==> src/rtl/mbus_pkg.sv <==
package mbus_pkg;

    // Control lines of the host bus, in sampled form
    typedef struct packed {
        logic mode;
        logic cs_n;
        logic as;
        logic ds;
        logic rw;
        logic pf;
        logic rstn;
    } ctl_t;

    // Value every synchronizer stage takes in reset: deselected and inhibited
    localparam ctl_t CTL_IDLE = '{mode: 1'b1, cs_n: 1'b1, as: 1'b0, ds: 1'b0,
                                  rw: 1'b1, pf: 1'b1, rstn: 1'b0};

    typedef enum logic [1:0] {PH_IDLE, PH_READ, PH_WRITE} phase_e;

    function automatic phase_e decode_phase(ctl_t c);
        phase_e p;
        p = PH_IDLE;
        if (c.mode) begin
            if (c.ds) p = c.rw ? PH_READ : PH_WRITE;
        end else begin
            if (!c.rw)     p = PH_WRITE;
            else if (!c.ds) p = PH_READ;
        end
        return p;
    endfunction

    function automatic logic qualified(ctl_t c);
        return !c.cs_n && !c.pf && c.rstn;
    endfunction

endpackage

==> src/rtl/mbus_sync.sv <==
module mbus_sync
    import mbus_pkg::*;
#(
    parameter int DW     = 8,
    parameter int STAGES = 2
) (
    input  logic          clk,
    input  logic          rst,
    input  ctl_t          raw_ctl,
    input  logic [DW-1:0] raw_ad,
    output ctl_t          cur_ctl,
    output ctl_t          prv_ctl,
    output logic [DW-1:0] cur_ad
);
    localparam int LAST = STAGES - 1;

    ctl_t          ctl_st [STAGES+1];
    logic [DW-1:0] ad_st  [STAGES];

    always_ff @(posedge clk) begin
        if (rst) begin
            ctl_st[0] <= CTL_IDLE;
            ad_st[0]  <= '0;
        end else begin
            ctl_st[0] <= raw_ctl;
            ad_st[0]  <= raw_ad;
        end
    end

    // Remaining synchronizer stages plus one delayed copy for edge detection
    for (genvar k = 1; k <= STAGES; k++) begin : g_ctl
        always_ff @(posedge clk) begin
            if (rst) ctl_st[k] <= CTL_IDLE;
            else     ctl_st[k] <= ctl_st[k-1];
        end
    end

    for (genvar k = 1; k < STAGES; k++) begin : g_ad
        always_ff @(posedge clk) begin
            if (rst) ad_st[k] <= '0;
            else     ad_st[k] <= ad_st[k-1];
        end
    end

    assign cur_ctl = ctl_st[LAST];
    assign prv_ctl = ctl_st[STAGES];
    assign cur_ad  = ad_st[LAST];
endmodule

==> src/rtl/mbus_addr_latch.sv <==
module mbus_addr_latch
    import mbus_pkg::*;
#(
    parameter int AW = 5,
    parameter int DW = 8
) (
    input  logic          clk,
    input  logic          rst,
    input  ctl_t          cur_ctl,
    input  ctl_t          prv_ctl,
    input  logic [DW-1:0] cur_ad,
    output logic [AW-1:0] addr_o
);
    logic as_fall;
    assign as_fall = prv_ctl.as && !cur_ctl.as;

    // Address capture ignores chip select and every inhibit
    always_ff @(posedge clk) begin
        if (rst)          addr_o <= '0;
        else if (as_fall) addr_o <= cur_ad[AW-1:0];
    end

    a_r2_addr_hold: assert property (@(posedge clk) disable iff (rst)
        !as_fall |=> $stable(addr_o))
        else $error("R2: latched address moved without a strobe edge");
endmodule

==> src/rtl/mbus_access_ctl.sv <==
module mbus_access_ctl
    import mbus_pkg::*;
#(
    parameter int DW = 8
) (
    input  logic          clk,
    input  logic          rst,
    input  ctl_t          cur_ctl,
    input  ctl_t          prv_ctl,
    input  logic [DW-1:0] cur_ad,
    output logic          wr_o,
    output logic [DW-1:0] wdata_o,
    output logic          rd_o,
    output logic          oe_o
);
    phase_e ph_cur, ph_prv;
    logic   ok_q, ok_next, q_cur;

    always_comb begin
        ph_cur = decode_phase(cur_ctl);
        ph_prv = decode_phase(prv_ctl);
        q_cur  = qualified(cur_ctl);
        // ok tracks whether the phase has stayed qualified on every cycle so far
        ok_next = ok_q;
        if (ph_cur != PH_IDLE) begin
            if (ph_prv == PH_IDLE) ok_next = q_cur;
            else                   ok_next = ok_q && q_cur;
        end
    end

    always_ff @(posedge clk) begin
        if (rst) begin
            ok_q    <= 1'b0;
            wr_o    <= 1'b0;
            wdata_o <= '0;
            rd_o    <= 1'b0;
            oe_o    <= 1'b0;
        end else begin
            ok_q <= ok_next;
            wr_o <= (ph_prv == PH_WRITE) && (ph_cur != PH_WRITE) && ok_q;
            if (ph_cur == PH_WRITE) wdata_o <= cur_ad;
            rd_o <= (ph_cur == PH_READ) && (ph_prv != PH_READ) && q_cur;
            oe_o <= (ph_cur == PH_READ) && ok_next;
        end
    end

    a_r5_wr_single: assert property (@(posedge clk) disable iff (rst)
        wr_o |=> !wr_o)
        else $error("R5: write strobe wider than one clock");
    a_r6_rd_single: assert property (@(posedge clk) disable iff (rst)
        rd_o |=> !rd_o)
        else $error("R6: read strobe wider than one clock");
    a_r6_rd_with_oe: assert property (@(posedge clk) disable iff (rst)
        rd_o |-> oe_o)
        else $error("R6: read strobe without output enable");
    a_r7_cs_drops_oe: assert property (@(posedge clk) disable iff (rst)
        cur_ctl.cs_n |=> !oe_o)
        else $error("R7: output enabled while deselected");
    a_r8_pf_blocks: assert property (@(posedge clk) disable iff (rst)
        cur_ctl.pf |=> !rd_o && !oe_o)
        else $error("R8: read during power fail");
    a_r9_rst_blocks: assert property (@(posedge clk) disable iff (rst)
        !cur_ctl.rstn |=> !rd_o && !oe_o)
        else $error("R9: read during host reset");
endmodule

==> src/rtl/mbus_front.sv <==
module mbus_front
    import mbus_pkg::*;
#(
    parameter int AW          = 5,
    parameter int DW          = 8,
    parameter int SYNC_STAGES = 2
) (
    input  logic          clk,
    input  logic          rst,
    input  logic          mode_strap_i,
    input  logic          cs_n_i,
    input  logic          as_i,
    input  logic          ds_i,
    input  logic          rw_i,
    input  logic          pwr_fail_i,
    input  logic          host_rst_n_i,
    input  logic [DW-1:0] ad_i,
    output logic [DW-1:0] ad_o,
    output logic          ad_oe_o,
    output logic [AW-1:0] reg_addr_o,
    output logic          reg_wr_o,
    output logic [DW-1:0] reg_wdata_o,
    output logic          reg_rd_o,
    input  logic [DW-1:0] reg_rdata_i
);
    ctl_t          raw_ctl, cur_ctl, prv_ctl;
    logic [DW-1:0] cur_ad;

    assign raw_ctl = '{mode: mode_strap_i, cs_n: cs_n_i, as: as_i, ds: ds_i,
                       rw: rw_i, pf: pwr_fail_i, rstn: host_rst_n_i};

    mbus_sync #(.DW(DW), .STAGES(SYNC_STAGES)) u_sync (
        .clk(clk), .rst(rst), .raw_ctl(raw_ctl), .raw_ad(ad_i),
        .cur_ctl(cur_ctl), .prv_ctl(prv_ctl), .cur_ad(cur_ad)
    );

    mbus_addr_latch #(.AW(AW), .DW(DW)) u_addr (
        .clk(clk), .rst(rst), .cur_ctl(cur_ctl), .prv_ctl(prv_ctl),
        .cur_ad(cur_ad), .addr_o(reg_addr_o)
    );

    mbus_access_ctl #(.DW(DW)) u_acc (
        .clk(clk), .rst(rst), .cur_ctl(cur_ctl), .prv_ctl(prv_ctl),
        .cur_ad(cur_ad), .wr_o(reg_wr_o), .wdata_o(reg_wdata_o),
        .rd_o(reg_rd_o), .oe_o(ad_oe_o)
    );

    assign ad_o = ad_oe_o ? reg_rdata_i : '0;

    a_r6_bus_released: assert property (@(posedge clk) disable iff (rst)
        !ad_oe_o |-> (ad_o == '0))
        else $error("R6: bus driven while output disabled");
endmodule

==> config.mk <==
export PLATFORM = sky130hd
export DESIGN_NAME = mbus_front
export DESIGN_NICKNAME = d
export VERILOG_FILES = /design/src/rtl/mbus_pkg.sv /design/src/rtl/mbus_sync.sv /design/src/rtl/mbus_addr_latch.sv /design/src/rtl/mbus_access_ctl.sv /design/src/rtl/mbus_front.sv
export SDC_FILE = /design/constraint.sdc
export NUM_CORES = 1
export LEC_CHECK = 0
export BUFFER_PORTS_ARGS = -buffer_cell sky130_fd_sc_hd__buf_4
export CORE_UTILIZATION = 51
export CTS_CLUSTER_SIZE = 40
export DETAILED_ROUTE_END_ITERATION = 8
export GPL_ROUTABILITY_DRIVEN = 0
export PLACE_DENSITY = 0.82
export SYNTH_ARGS = -nofsm -noshare
export SYNTH_HDL_FRONTEND = slang
export SYNTH_HIERARCHICAL = 1
export SYNTH_SLANG_ARGS = --single-unit
==> constraint.sdc <==
create_clock -name clk -period 1.2 [get_ports clk]
set_input_delay 0.24 -clock clk [delete_from_list [all_inputs] [get_ports clk]]
set_output_delay 0.24 -clock clk [all_outputs]
set_load 0.1 [all_outputs]
### Word-level counts from Yosys, hierarchy flattened

Memories as Yosys holds them, arrays and structs flattened.
Cells that the tools add are included.

| word-level totals | value |
|---|---|
| register bits after elaboration | 17 |
| RAM bits | 37 |
| input port bits | 25 |
| output and inout port bits | 24 |
| word-level logic and storage cells | 53 |
| memories kept | 2 |

| operators by class | value |
|---|---|
| equal/unequal tests | 5 |
| multiplexer cells | 21 |
| bitwise operators | 5 |
| reductions and logical operators | 14 |

Memories:

| memory | words | bits a word | rd ports | clocked after memory_dff | wr ports | RTL line | RTL |
|---|---|---|---|---|---|---|---|
| u_sync.ctl_st | 3 | 7 | 3 | 0 | 3 | mbus_sync.sv:17 | `ctl_t ctl_st [STAGES+1];` |
| u_sync.ad_st | 2 | 8 | 2 | 0 | 2 | mbus_sync.sv:18 | `logic [DW-1:0] ad_st [STAGES];` |

Operator list:

| operator | number |
|---|---|
| 8-bit two-way mux | 3 |
| 7-bit two-way mux | 3 |
| 2-bit two-way mux | 8 |
| 1-bit logical AND | 9 |
| 1-bit two-way mux | 7 |
| 1-bit bitwise OR | 5 |
| 2-bit equality test (second input constant) | 2 |
| 1-bit zero test | 3 |
| 2-bit by 1-bit equality test with 1-bit output (second input constant) | 1 |
| 2-bit zero test | 1 |
| 2-bit by 1-bit inequality test with 1-bit output (second input constant) | 1 |
| 2-bit inequality test (second input constant) | 1 |
| 2-bit nonzero test | 1 |

### Depth between registers and ports, before layout

An unclocked memory read counts as a cell.

| depth | value |
|---|---|
| word-level depth | 8 |
| mapped depth | 4 |
| depth with buffers taken out | 3 |

### Modules after synthesis

The synthesis kept the hierarchy.

Modules (own cells, without submodules):

| module | times used | cells each | area an instance (um^2) | seq. area each (um^2) |
|---|---|---|---|---|
| mbus_sync | 1 | 77 | 1007.2 | 740.7 |
| mbus_access_ctl | 1 | 59 | 530.5 | 240.2 |
| mbus_addr_latch | 1 | 21 | 226.5 | 100.1 |
| mbus_front | 1 | 8 | 50.0 | 0.0 |

### Worst setup path after synthesis

OpenSTA, ideal clock, no wires.

| timing | value |
|---|---|
| path kind | register -> output |
| start | register u_acc.oe_o |
| end | output ad_o[0] |
| arrival | 1868 ps |
| data required time | 960 ps |
| setup slack | -908 ps |
| stages on the path, launching flop included | 2 |
| buffers on the path | 0 |
| cells stage by stage | dfxtp_1 and2_1 |

| between the ends | value |
|---|---|
| cells in the longest elaborated chain, start to end | 1 |

Ends and longest elaborated chain:

| what | RTL line | RTL |
|---|---|---|
| start, declared | mbus_access_ctl.sv:14 | `output logic oe_o` |
| start signal, assigned | mbus_access_ctl.sv:43 | `oe_o <= (ph_cur == PH_READ) && ok_next;` |
| 8-bit two-way mux | mbus_front.sv:48 | `assign ad_o = ad_oe_o ? reg_rdata_i : '0;` |
| end, declared | mbus_front.sv:18 | `output logic [DW-1:0] ad_o,` |

No other way between the ends.

### Worst setup path in the final report

| timing | value |
|---|---|
| start | register u_acc.oe_o |
| end | output ad_o[1] |

Same word-level chain as after synthesis.

==> results.json <==
{
  "row_count": 20,
  "wl_um": 3650,
  "clk_pin_slew_ns": 0.12,
  "port_buffers": 48,
  "holdCritPathClass": "input port to flop",
  "die-area_mm2": 0.00364,
  "path_buf_inv": 1,
  "period_needed_ns": 1.34,
  "final_nets": 237,
  "tritoncts": "done",
  "io_pins": 49,
  "register_area_mm2": 0.00104,
  "stdcell_area_mm2": 0.00249,
  "overflow": 0,
  "die_h_um": 60.3,
  "core_mm2": 0.00313,
  "power.total_mw": 2.67,
  "antenna_found_initial": 0,
  "grt_use_total": 0.194,
  "setup_slack_ns": -0.145,
  "crit_chain": "and2_4 > buf_12",
  "cts_sinks": 51,
  "place_area_mm2": 0.00215,
  "max_slew_margin": 0.733,
  "fin_crit_sh": 1.12,
  "setup_viol": 9,
  "min_from": "rw_i",
  "netlist_instances": 159,
  "cts-root-buf": "clkbuf_4",
  "max_stage_delay_ns": 0.42,
  "reg2reg_slack_ns": 0.01,
  "dr.pass1.iters": 5,
  "crit_type": "flop to output port",
  "power_density_mw_per_mm2": 1070,
  "layout-drive-gt1-share": 0.404,
  "cp_top_family": "flip-flops",
  "syn_area_per_cell_um2": 10.9,
  "dr_wl_met3_um": 251,
  "vias_per_cell": 5.07,
  "pre_cts_slack_ns": 0.0740,
  "hold_path_depth": 2,
  "violations": "setup timing",
  "slowest_stage": "dfxtp_4",
  "drt-met1-wl_um": 1400,
  "die_width_um": 60.3,
  "met2_length_um": 1960,
  "grt_max_degree": 26,
  "reg2reg_depth": 3,
  "hold_viol": 0,
  "cts_max_level": 2,
  "critPathRequiredTime_ns": 0.96,
  "initial_core_util": 0.555,
  "dr.first_iter.drc_count": 86,
  "clk_latency_ns": 0.36,
  "drv_cap": 0,
  "slew_violations": 0,
  "syn-num-nets": 184,
  "holdWs_ns": 0.0639,
  "crit_arrival_ns": 1.10,
  "netlist_area_mm2": 0.00174,
  "cp-end-kind": "output port",
  "status": "finished, violations left",
  "multiInputGateArea_um2": 682,
  "top_layer": "met4",
  "cp.depth": 2,
  "place_hpwl_um": 2270,
  "tightestPinTransition_ns": 0.400,
  "num_antenna_cells": 0,
  "crit_fanout": 9,
  "cts_buffers": 5,
  "clock_skew_ns": 0.0216,
  "ys.warnings.count": 6,
  "reg2reg_to": "u_acc/wdata_o[3]",
  "grt_pass1_wl_um": 5050,
  "synthToLayoutAreaGrowth_pct": 43.8,
  "power.leakage_nw": 1.00,
  "min_to": "u_sync/ctl_st[0][2]",
  "start_kind": "flop",
  "wl_per_cell_um": 14.2,
  "clockBufferDepth": 2,
  "grt_pass1_vias": 1212,
  "fmax_mhz": 744,
  "rsz0062_at_grt": "true",
  "vias": 1303,
  "drc_errors": 0,
  "ant_nets": 0,
  "fill_cells": 208,
  "vdd_drop_max_uv": 977,
  "r2r-start": "u_sync/ctl_st[1][2]"
}
worst register-to-register path, delay by kind of cell, from the launching register on:
kind | cells | cell delay (ns)
buffers and inverters | 1 | 0.24
flip-flops | 1 | 0.58
AND/OR/NAND/NOR | 1 | 0.16
AO/OA/AOI/OAI | 1 | 0.10
metrics by stage:
stage	TNS, ns	utilization	instances
3_3_place_gp	0	0.689	247
4_1_cts	-1.15	0.755	255
6_report	-1.22	0.798	257
3_5_place_dp	0	0.689	247
2_1_floorplan	0	-	159
5_1_grt	-1.90	0.798	257
worst max-delay path by stage:
stage,end,slack (ns),startpoint
floorplan,ad_o[0],0.01,u_acc/oe_o
CTS,ad_o[3],-0.14,u_acc/oe_o
finish,ad_o[1],-0.14,u_acc/oe_o
global route,ad_o[3],-0.20,u_acc/oe_o
detailed placement,u_acc/ok_q,0.07,u_sync/ctl_st[1][3]
global placement,u_acc/rd_o,0.17,u_sync/ctl_st[1][3]
power breakdown:
| part | internal, mW | leakage [nW] | switching (mW) | total (mW) |
|---|---|---|---|---|
| Sequential | 1.74 | 0.426 | 0.0294 | 1.77 |
| Combinational | 0.105 | 0.550 | 0.0824 | 0.187 |
| Clock | 0.230 | 0.0293 | 0.483 | 0.712 |
| Total | 2.08 | 1.00 | 0.595 | 2.67 |
cells in the final DEF (no fill, tap or decap), types with 4 or more instances in the layout:
master	count
or2_1	10
and2_4	8
a21oi_1	9
buf_4	28
nand2b_1	6
nand3_1	9
dfxtp_2	13
dfxtp_1	37
and2b_1	4
buf_12	20
o21ai_0	8
nand4bb_1	5
nor2b_1	21
o21ai_1	5
clkbuf_4	5
layer usage:
metal  vias to the layer above  global-route usage
met3                         4              0.0661
met4                         0              0.0963
li1                        636                   -
met2                        61               0.359
met1                       602               0.191
met5                         -                   0
flip-flops by register name, indices dropped and copies added, names as in the netlist:
name,cells
u_sync/ad_st,16
u_addr/addr_o,5
u_sync/ctl_st,18
u_acc/ok_q,1
u_acc/wr_o,1
u_acc/oe_o,1
u_acc/wdata_o,8
u_acc/rd_o,1
area by class of cell:
cell class | instances | share of cell area
Tap cell | 44 | 0.0221
Clock inverter | 1 | 0.00201
Inverter | 1 | 0.00150
Sequential cell | 51 | 0.417
Timing Repair Buffer | 52 | 0.266
Clock buffer | 7 | 0.0181
Multi-Input combinational cell | 101 | 0.273
what timing repair did:
action	in CTS	in global routing
setup buffers	0	2
endpoints found under the setup margin	24	28
hold buffers	0	0
pin swaps	0	0
gates resized for setup	39	28
Note: power is estimated with default switching activity, not from simulation.
